<file path="src/rtl/fdc_irq_pkg.sv">
package fdc_irq_pkg;

    localparam int DRV_W  = 2;
    localparam int BYTE_W = 8;

    localparam logic [1:0] IC_NORMAL  = 2'b00;
    localparam logic [1:0] IC_ABNORM  = 2'b01;
    localparam logic [1:0] IC_INVALID = 2'b10;
    localparam logic [1:0] IC_RDYCHG  = 2'b11;

    localparam logic [BYTE_W-1:0] ST0_INVALID = {IC_INVALID, 6'b000000};

    typedef enum logic [1:0] {
        SQ_IDLE,
        SQ_BYTE0,
        SQ_BYTE1
    } seq_state_e;

    typedef struct packed {
        logic [1:0]       code;
        logic             seek_end;
        logic             equip;
        logic             not_rdy;
        logic             head;
        logic [DRV_W-1:0] drive;
    } st0_t;

endpackage

</file>
<file path="src/rtl/fdc_irq_flags.sv">
module fdc_irq_flags
    import fdc_irq_pkg::*;
#(
    parameter int NDRV = 4
) (
    input  logic                               clk,
    input  logic                               rst,
    input  logic                               op_done,
    input  logic [DRV_W-1:0]                   op_drive,
    input  logic                               op_fail,
    input  logic                               op_recal,
    input  logic                               op_head,
    input  logic [BYTE_W-1:0]                  op_cyl,
    input  logic [NDRV-1:0]                    rdy_chg,
    input  logic [NDRV-1:0]                    rdy,
    input  logic                               clr_en,
    input  logic [DRV_W-1:0]                   clr_idx,
    output logic [NDRV-1:0]                    pend,
    output logic [NDRV-1:0][BYTE_W-1:0]        st0_q,
    output logic [NDRV-1:0][BYTE_W-1:0]        pcn_q
);

    for (genvar d = 0; d < NDRV; d++) begin : g_drv
        localparam logic [DRV_W-1:0] MY_IDX = DRV_W'(d);
        logic hit;
        logic clr_me;
        st0_t seek_st;
        st0_t chg_st;

        assign hit    = op_done && (op_drive == MY_IDX);
        assign clr_me = clr_en && (clr_idx == MY_IDX);

        always_comb begin
            seek_st          = '0;
            seek_st.code     = op_fail ? IC_ABNORM : IC_NORMAL;
            seek_st.seek_end = 1'b1;
            seek_st.not_rdy  = ~rdy[d];
            seek_st.head     = op_head;
            seek_st.drive    = MY_IDX;
            chg_st           = '0;
            chg_st.code      = IC_RDYCHG;
            chg_st.not_rdy   = ~rdy[d];
            chg_st.drive     = MY_IDX;
        end

        always_ff @(posedge clk) begin
            if (rst) begin
                pend[d]  <= 1'b0;
                st0_q[d] <= '0;
                pcn_q[d] <= '0;
            end else if (hit) begin
                pend[d]  <= 1'b1;
                st0_q[d] <= seek_st;
                pcn_q[d] <= op_recal ? '0 : op_cyl;
            end else if (rdy_chg[d]) begin
                pend[d]  <= 1'b1;
                st0_q[d] <= chg_st;
            end else if (clr_me) begin
                pend[d]  <= 1'b0;
            end
        end
    end

endmodule

</file>
<file path="src/rtl/fdc_irq_pick.sv">
module fdc_irq_pick
    import fdc_irq_pkg::*;
#(
    parameter int NDRV = 4
) (
    input  logic [NDRV-1:0]  pend,
    output logic             any,
    output logic [DRV_W-1:0] sel
);

    always_comb begin
        any = |pend;
        sel = '0;
        for (int i = NDRV - 1; i >= 0; i--) begin
            if (pend[i]) sel = DRV_W'(i);
        end
    end

endmodule

</file>
<file path="src/rtl/fdc_irq_seq.sv">
module fdc_irq_seq
    import fdc_irq_pkg::*;
#(
    parameter logic [7:0] SENSE_OP = 8'h08
) (
    input  logic              clk,
    input  logic              rst,
    input  logic              cmd_valid,
    input  logic [7:0]        cmd_op,
    input  logic              op_done,
    input  logic              any,
    input  logic [DRV_W-1:0]  sel,
    input  logic [BYTE_W-1:0] sel_st0,
    input  logic [BYTE_W-1:0] sel_pcn,
    output logic              clr_en,
    output logic [DRV_W-1:0]  clr_idx,
    output logic              res_valid,
    output logic [BYTE_W-1:0] res_data,
    output logic              res_last,
    output logic              cmd_accept,
    output logic              lock
);

    seq_state_e        state_q, state_d;
    logic [BYTE_W-1:0] hold0_q, hold0_d, hold1_q, hold1_d;
    logic              two_q, two_d;
    logic              accept_q, accept_d;
    logic              lock_q, lock_d;
    logic              is_sense;

    assign is_sense = (cmd_op == SENSE_OP);

    always_ff @(posedge clk) begin
        if (rst) begin
            state_q  <= SQ_IDLE;
            hold0_q  <= '0;
            hold1_q  <= '0;
            two_q    <= 1'b0;
            accept_q <= 1'b0;
            lock_q   <= 1'b0;
        end else begin
            state_q  <= state_d;
            hold0_q  <= hold0_d;
            hold1_q  <= hold1_d;
            two_q    <= two_d;
            accept_q <= accept_d;
            lock_q   <= lock_d;
        end
    end

    always_comb begin
        state_d  = state_q;
        hold0_d  = hold0_q;
        hold1_d  = hold1_q;
        two_d    = two_q;
        accept_d = 1'b0;
        lock_d   = lock_q;
        clr_en   = 1'b0;
        clr_idx  = sel;
        unique case (state_q)
            SQ_IDLE: begin
                if (cmd_valid) begin
                    if (is_sense) begin
                        lock_d  = 1'b0;
                        state_d = SQ_BYTE0;
                        if (any) begin
                            hold0_d = sel_st0;
                            hold1_d = sel_pcn;
                            two_d   = 1'b1;
                            clr_en  = 1'b1;
                        end else begin
                            hold0_d = ST0_INVALID;
                            two_d   = 1'b0;
                        end
                    end else if (lock_q) begin
                        hold0_d = ST0_INVALID;
                        two_d   = 1'b0;
                        state_d = SQ_BYTE0;
                    end else begin
                        accept_d = 1'b1;
                    end
                end
            end
            SQ_BYTE0: state_d = two_q ? SQ_BYTE1 : SQ_IDLE;
            SQ_BYTE1: state_d = SQ_IDLE;
            default:  state_d = SQ_IDLE;
        endcase
        if (op_done) lock_d = 1'b1;
    end

    always_comb begin
        res_valid  = 1'b0;
        res_data   = '0;
        res_last   = 1'b0;
        unique case (state_q)
            SQ_IDLE: ;
            SQ_BYTE0: begin
                res_valid = 1'b1;
                res_data  = hold0_q;
                res_last  = ~two_q;
            end
            SQ_BYTE1: begin
                res_valid = 1'b1;
                res_data  = hold1_q;
                res_last  = 1'b1;
            end
            default: ;
        endcase
        cmd_accept = accept_q;
        lock       = lock_q;
    end

endmodule

</file>
<file path="src/rtl/fdc_irq_arbiter.sv">
module fdc_irq_arbiter
    import fdc_irq_pkg::*;
#(
    parameter int         NDRV     = 4,
    parameter logic [7:0] SENSE_OP = 8'h08
) (
    input  logic            clk,
    input  logic            rst,
    input  logic            op_done_i,
    input  logic [1:0]      op_drive_i,
    input  logic            op_fail_i,
    input  logic            op_recal_i,
    input  logic            op_head_i,
    input  logic [7:0]      op_cyl_i,
    input  logic [NDRV-1:0] rdy_chg_i,
    input  logic [NDRV-1:0] rdy_i,
    input  logic            cmd_valid_i,
    input  logic [7:0]      cmd_op_i,
    output logic            cmd_accept_o,
    output logic            res_valid_o,
    output logic [7:0]      res_data_o,
    output logic            res_last_o,
    output logic            irq_o
);

    logic [NDRV-1:0]             pend;
    logic [NDRV-1:0][BYTE_W-1:0] st0_q;
    logic [NDRV-1:0][BYTE_W-1:0] pcn_q;
    logic                        any;
    logic [DRV_W-1:0]            sel;
    logic                        clr_en;
    logic [DRV_W-1:0]            clr_idx;
    logic                        seek_lock;

    fdc_irq_flags #(.NDRV(NDRV)) u_flags (
        .clk      (clk),
        .rst      (rst),
        .op_done  (op_done_i),
        .op_drive (op_drive_i),
        .op_fail  (op_fail_i),
        .op_recal (op_recal_i),
        .op_head  (op_head_i),
        .op_cyl   (op_cyl_i),
        .rdy_chg  (rdy_chg_i),
        .rdy      (rdy_i),
        .clr_en   (clr_en),
        .clr_idx  (clr_idx),
        .pend     (pend),
        .st0_q    (st0_q),
        .pcn_q    (pcn_q)
    );

    fdc_irq_pick #(.NDRV(NDRV)) u_pick (
        .pend (pend),
        .any  (any),
        .sel  (sel)
    );

    fdc_irq_seq #(.SENSE_OP(SENSE_OP)) u_seq (
        .clk        (clk),
        .rst        (rst),
        .cmd_valid  (cmd_valid_i),
        .cmd_op     (cmd_op_i),
        .op_done    (op_done_i),
        .any        (any),
        .sel        (sel),
        .sel_st0    (st0_q[sel]),
        .sel_pcn    (pcn_q[sel]),
        .clr_en     (clr_en),
        .clr_idx    (clr_idx),
        .res_valid  (res_valid_o),
        .res_data   (res_data_o),
        .res_last   (res_last_o),
        .cmd_accept (cmd_accept_o),
        .lock       (seek_lock)
    );

    assign irq_o = any;

endmodule

</file>
<file path="config.mk">
export PLATFORM = sky130hd
export DESIGN_NAME = fdc_irq_arbiter
export DESIGN_NICKNAME = d
export VERILOG_FILES = /design/src/rtl/fdc_irq_pkg.sv /design/src/rtl/fdc_irq_flags.sv /design/src/rtl/fdc_irq_pick.sv /design/src/rtl/fdc_irq_seq.sv /design/src/rtl/fdc_irq_arbiter.sv
export SDC_FILE = /design/constraint.sdc
export NUM_CORES = 1
export LEC_CHECK = 0
export ABC_AREA = 1
export BUFFER_PORTS_ARGS = -buffer_cell sky130_fd_sc_hd__clkbuf_2
export CORE_MARGIN = 8
export CORE_UTILIZATION = 35
export CTS_CLUSTER_SIZE = 12
export DETAILED_ROUTE_END_ITERATION = 10
export PLACE_DENSITY_LB_ADDON = 0.15
export SKIP_CTS_REPAIR_TIMING = 1
export SYNTH_ARGS = -nofsm -noshare
export SYNTH_HDL_FRONTEND = slang
export SYNTH_HIERARCHICAL = 1
export SYNTH_SLANG_ARGS = --single-unit
</file>
<file path="constraint.sdc">
create_clock -name clk -period 2.2 [get_ports clk]
set_input_delay 0.11 -clock clk [delete_from_list [all_inputs] [get_ports clk]]
set_output_delay 0.11 -clock clk [all_outputs]
set_load 0.005 [all_outputs]
</file>
### Word level (Yosys, flattened, before mapping)

Cells that the tools add are included.

| word-level totals | value |
|---|---|
| bits in registers | 81 |
| input bits | 33 |
| output and inout port bits | 12 |
| logic and storage cells | 119 |

| operators by class | value |
|---|---|
| order comparisons | 1 |
| equal/unequal tests | 11 |
| muxes and demuxes | 52 |
| bitwise operators | 7 |
| reductions and logical operators | 30 |

Operators by type and width:

| cell | count |
|---|---|
| $mux 8 | 14 |
| $bmux 8 s2 | 2 |
| $mux 1 | 25 |
| $mux 2 | 8 |
| $pmux 8 s2 | 1 |
| $reduce_bool 2->1 | 8 |
| $reduce_bool 3->1 | 4 |
| $eq 2x2->1 const B | 5 |
| $eq 8x4->1 const B | 1 |
| $logic_and 1x1->1 | 8 |
| $reduce_or 4->1 | 2 |
| $not 1->1 | 7 |
| $eq 2x1->1 const B | 3 |
| $logic_not 2->1 | 3 |
| $reduce_and 3->1 | 2 |
| $pmux 2 s2 | 1 |
| $reduce_and 4->1 | 1 |
| $lt 2x3->1 const B | 1 |
| $ne 3x1->1 const B | 1 |
| $ne 2x2->1 const B | 1 |
| $pmux 1 s2 | 1 |
| $reduce_and 2->1 | 1 |
| $reduce_or 2->1 | 1 |

### Longest topological paths before layout

| depth | value |
|---|---|
| word-level depth | 9 |
| mapped depth | 13 |
| depth with buffers taken out | 11 |

### Hierarchy

The synthesis kept the hierarchy.

By module, submodules not included:

| module | times used | cells each | area each (µm²) | sequential area each (µm²) |
|---|---|---|---|---|
| fdc_irq_flags | 1 | 300 | 2239.6 | 1181.1 |
| fdc_irq_seq | 1 | 183 | 1196.1 | 420.4 |
| fdc_irq_arbiter | 1 | 188 | 805.8 | 0.0 |
| fdc_irq_pick | 1 | 9 | 46.3 | 0.0 |

### Worst setup path before layout

Ideal clock, no wire load.

| timing | value |
|---|---|
| path type | register -> register |
| start point | register u_seq.state_q[0] |
| end point | register u_flags.pend[0] |
| setup time | 132 ps |
| data arrival time | 1397 ps |
| data required time | 2068 ps |
| path slack | 670 ps |
| stages on the path, launching flop included | 11 |
| buffers on the path | 1 |
| clock period less this slack | 1530 ps |
| cell sequence | dfxtp_1 -> inv_1 -> ha_1 -> nand2_1 -> inv_2 -> nand3_4 -> buf_6 -> inv_1 -> nand3_1 -> nand2_1 -> a21oi_1 |

| between the ends | value |
|---|---|
| cells in the longest elaborated chain, start to end | 4 |

Ends and longest elaborated chain:

| what | line | text |
|---|---|---|
| start: declaration | fdc_irq_seq.sv:24 | `seq_state_e state_q, state_d;` |
| start signal: assignment | fdc_irq_seq.sv:42 | `state_q <= state_d;` |
| $logic_not 2->1 | fdc_irq_seq.sv:60 | `unique case (state_q)` |
| $mux 1 | fdc_irq_seq.sv:60 |  |
| named net clr_en | fdc_irq_arbiter.sv:31 | `logic clr_en;` |
| $logic_and 1x1->1 | fdc_irq_flags.sv:31 | `assign clr_me = clr_en && (clr_idx == MY_IDX);` |
| $reduce_bool 3->1 (no line) | - |  |
| end signal: indexed assignment | fdc_irq_flags.sv:48 | `pend[d] <= 1'b0;` |
| end signal: indexed assignment | fdc_irq_flags.sv:52 | `pend[d] <= 1'b1;` |
| end signal: indexed assignment | fdc_irq_flags.sv:56 | `pend[d] <= 1'b1;` |
| end: declaration | fdc_irq_flags.sv:18 | `output logic [NDRV-1:0] pend,` |

The timed path passes the listed nets, and every way through them passes these cells.
A chain may end at the register's enable or synchronous reset.

### Worst setup path after layout

Ends and elaborated chain as after synthesis.

==> run summary <==
layout cells sized above 1 = 13.3%
sort of element at the start of the critical path = register
Detailed Route Iter0 Violations = 306
IO Count = 45
Via-to-Cell Ratio = 4.50
Worst slew margin = 58.0%
post-synth design cell area = 0.00429 mm²
GR Util All Layers = 14.4%
total clock buffers created by CTS = 9
portion of netlist area occupied by mux cells = 0%
commonest non-fill, non-tap cell in the layout = nand2_1
clock transition at the registers of the reported paths = 0.06 ns
Post-layout nets = 747
compound-cell area share of the yosys netlist = 8.96%
via count of the first global-routing pass = 3639
Period Utilization, post-route = 79.3%
critical path class = reg -> reg
fill cell count = 1342
Static Leak = 2.34 nW
starting density of the core = 35.7%
Core Box Area = 0.0120 mm²
area overhead of the layout relative to synthesis = 12.1%
total power density per cell area = 759 mW/mm²
Synth Warn # = 6
fraction of the yosys area taken by sequential cells = 37.4%
clock tree from TritonCTS = yes
Hold Path Class = in -> reg
row count = 40
Die Width = 127 µm
transition time at the pin with the least slew margin = 0.628 ns
met3 GRT Util = 2.51%
area of the multi-input gates = 0.00193 mm²
count of nets left with antenna violations after detail routing = 0
Storage cell area = 0.00160 mm²
number of input and output port buffers inserted = 44
total congestion overflow after global routing = 0
Worst Setup Slack, final = 0.455 ns
Routed WL = 11200 µm
most used cells in the layout excluding fill and tap cells = nand2_1, inv_1, nor2_1
#FFs+latches synth = 80
main combinational cell family by area after synthesis = simple AND/OR/NAND/NOR gates
number of inserted diodes = 0
placement-stage worst setup slack = 0.468 ns
adder-cell share of the synthesized area = 0.875%
final setup violation count = 0
# H-tree levels = 3
critical-path maximum fanout = 19
worst IR drop on VDD = 0.000332 V
vertical extent of the die = 127 µm
area share of xor/xnor cells in the synthesized design = 0%
data required time of the worst path = 2.42 ns
final routed DRC violation total = 0
met2 Resource Use GR = 23.1%
gp weighted congestion = 0.772
fraction of met1 tracks used by global routing = 18.7%
Final Max Slew Viols = 0
maximum number of pins on one net before global-route repair = 35
wire length per cell after detailed routing = 13.0 µm
share of synthesized cell area in and, or, nand and nor gates = 34.5%
insertion delay of the later-clocked pin in the worst-skew pair = 0.34 ns
clock tree root driver cell = clkbuf_16
setup_tns = 0 ns
antenna violations before repair = 0
unrepaired setup endpoints after global routing = no
Sinks on Clock Net = 80
# Max-Cap Violations = 0
sort of element at the end of the critical path = register
first-pass GRT wire length = 18400 µm
Gate Count Post-Synth = 680
total vias in the final route = 3877
die outline area = 0.0160 mm²
Distinct cells, synth = 26
post-route minimum period = 1.75 ns
clock tree skew after final layout = 0.00731 ns
maximum number of buffers from clock root to sink = 2
detailed-router iteration count before antenna repair = 4
Tot Pwr = 0.00365 W
Crit path arrival time = 1.97 ns
Syn Area/Cell = 6.31 µm²
Top Usage Layer GRT = met2
DP HPWL = 7920 µm
Final Hold Viols = 0
Post-Route Utilization = 40.0%
final worst hold slack = 0.0374 ns
Fmax achieved = 573 MHz
status = finished clean
==> logic make-up after synthesis <==
kind of cell             Yosys count
adder cells (fa/ha/maj)            3
buffers and inverters            169
AND/OR/NAND/NOR                  353
other                              1
AO/OA/AOI/OAI                     74
flip-flops                        80
==> worst max-delay path: stages (launching register included) <==
cell     delay, ns
dfxtp_1       0.31
inv_1         0.09
ha_1          0.28
nand2_1       0.12
inv_2         0.14
nand3_4       0.24
inv_1         0.21
nand3_1       0.11
nand2_1       0.07
a21oi_1       0.06
==> final timing paths <==
kind / from / endpoint / slack, ns / depth (start not counted)
min reg2reg: u_flags/pcn_q[8]$_SDFFE_PP0P_ / u_flags/pcn_q[8]$_SDFFE_PP0P_ / 0.47 / 2
max: u_seq/state_q[0]$_SDFFE_PP0P_ / u_flags/pend[0]$_SDFFE_PP0P_ / 0.45 / 9
min: rdy_i[1] / u_flags/st0_q[11]$_SDFFE_PP0P_ / 0.04 / 4
max reg2reg: u_seq/state_q[0]$_SDFFE_PP0P_ / u_flags/pend[0]$_SDFFE_PP0P_ / 0.45 / 9
==> synth_stat cells <==
cell type	n	area share, %
inv_1	118	10
nand2_2	1	0.15
inv_4	1	0.15
nand4_1	5	0.73
dfxtp_1	80	37
buf_6	9	2.4
nand3b_1	3	0.53
o21ai_0	30	3.5
nor2_1	95	8.3
a21oi_2	3	0.61
nand3_4	2	0.82
inv_2	6	0.53
a21boi_0	1	0.18
nand3_1	47	5.5
buf_4	17	3.0
clkbuf_1	8	0.70
conb_1	1	0.087
buf_2	7	0.82
nand2_1	187	16
inv_6	1	0.20
nand2_4	2	0.53
nor2_2	10	1.5
ha_1	3	0.88
clkinv_1	2	0.18
a21oi_1	40	4.7
nor3_1	1	0.12
==> metal layers <==
layer / wire [µm] / share of wire, %
met1: 5640 / 50
met2: 4940 / 44
met3: 492 / 4.4
met4: 170 / 1.5
met5: 0 / 0
==> power by group <==
group / switching (W) / internal (W) / leakage [nW]
combinational: 0.000374 / 0.000178 / 1.53
clock: 0.000587 / 0.000961 / 0.154
sequential: 0.0000335 / 0.00152 / 0.655
total: 0.000994 / 0.00266 / 2.34
==> cell type report <==
type	count	share of cell area, %
Tap cell	147	3.83
Clock inverter	3	0.833
Multi-Input combinational cell	438	40.2
Timing Repair Buffer	54	6.14
Sequential cell	80	33.3
Clock buffer	12	5.55
Inverter	128	10.2
==> registers in the layout, indices dropped and copies added (netlist names) <==
| signal | count |
|---|---|
| u_seq/hold0_q | 8 |
| u_seq/two_q | 1 |
| u_flags/st0_q | 23 |
| u_seq/cmd_accept | 1 |
| u_flags/pcn_q | 32 |
| u_seq/state_q | 2 |
| u_flags/pend | 4 |
| u_seq/hold1_q | 8 |
| u_seq/lock | 1 |
==> stage by stage <==
| step | area (µm²) | std cells |
|---|---|---|
| detailed placement | 4500 | 847 |
| CTS | 4810 | 862 |
| global route | 4810 | 862 |
| global placement | 4500 | 847 |
| floorplan | 4310 | 687 |
| finish | 4810 | 862 |
No activity file was read; power rests on OpenSTA's default activity.
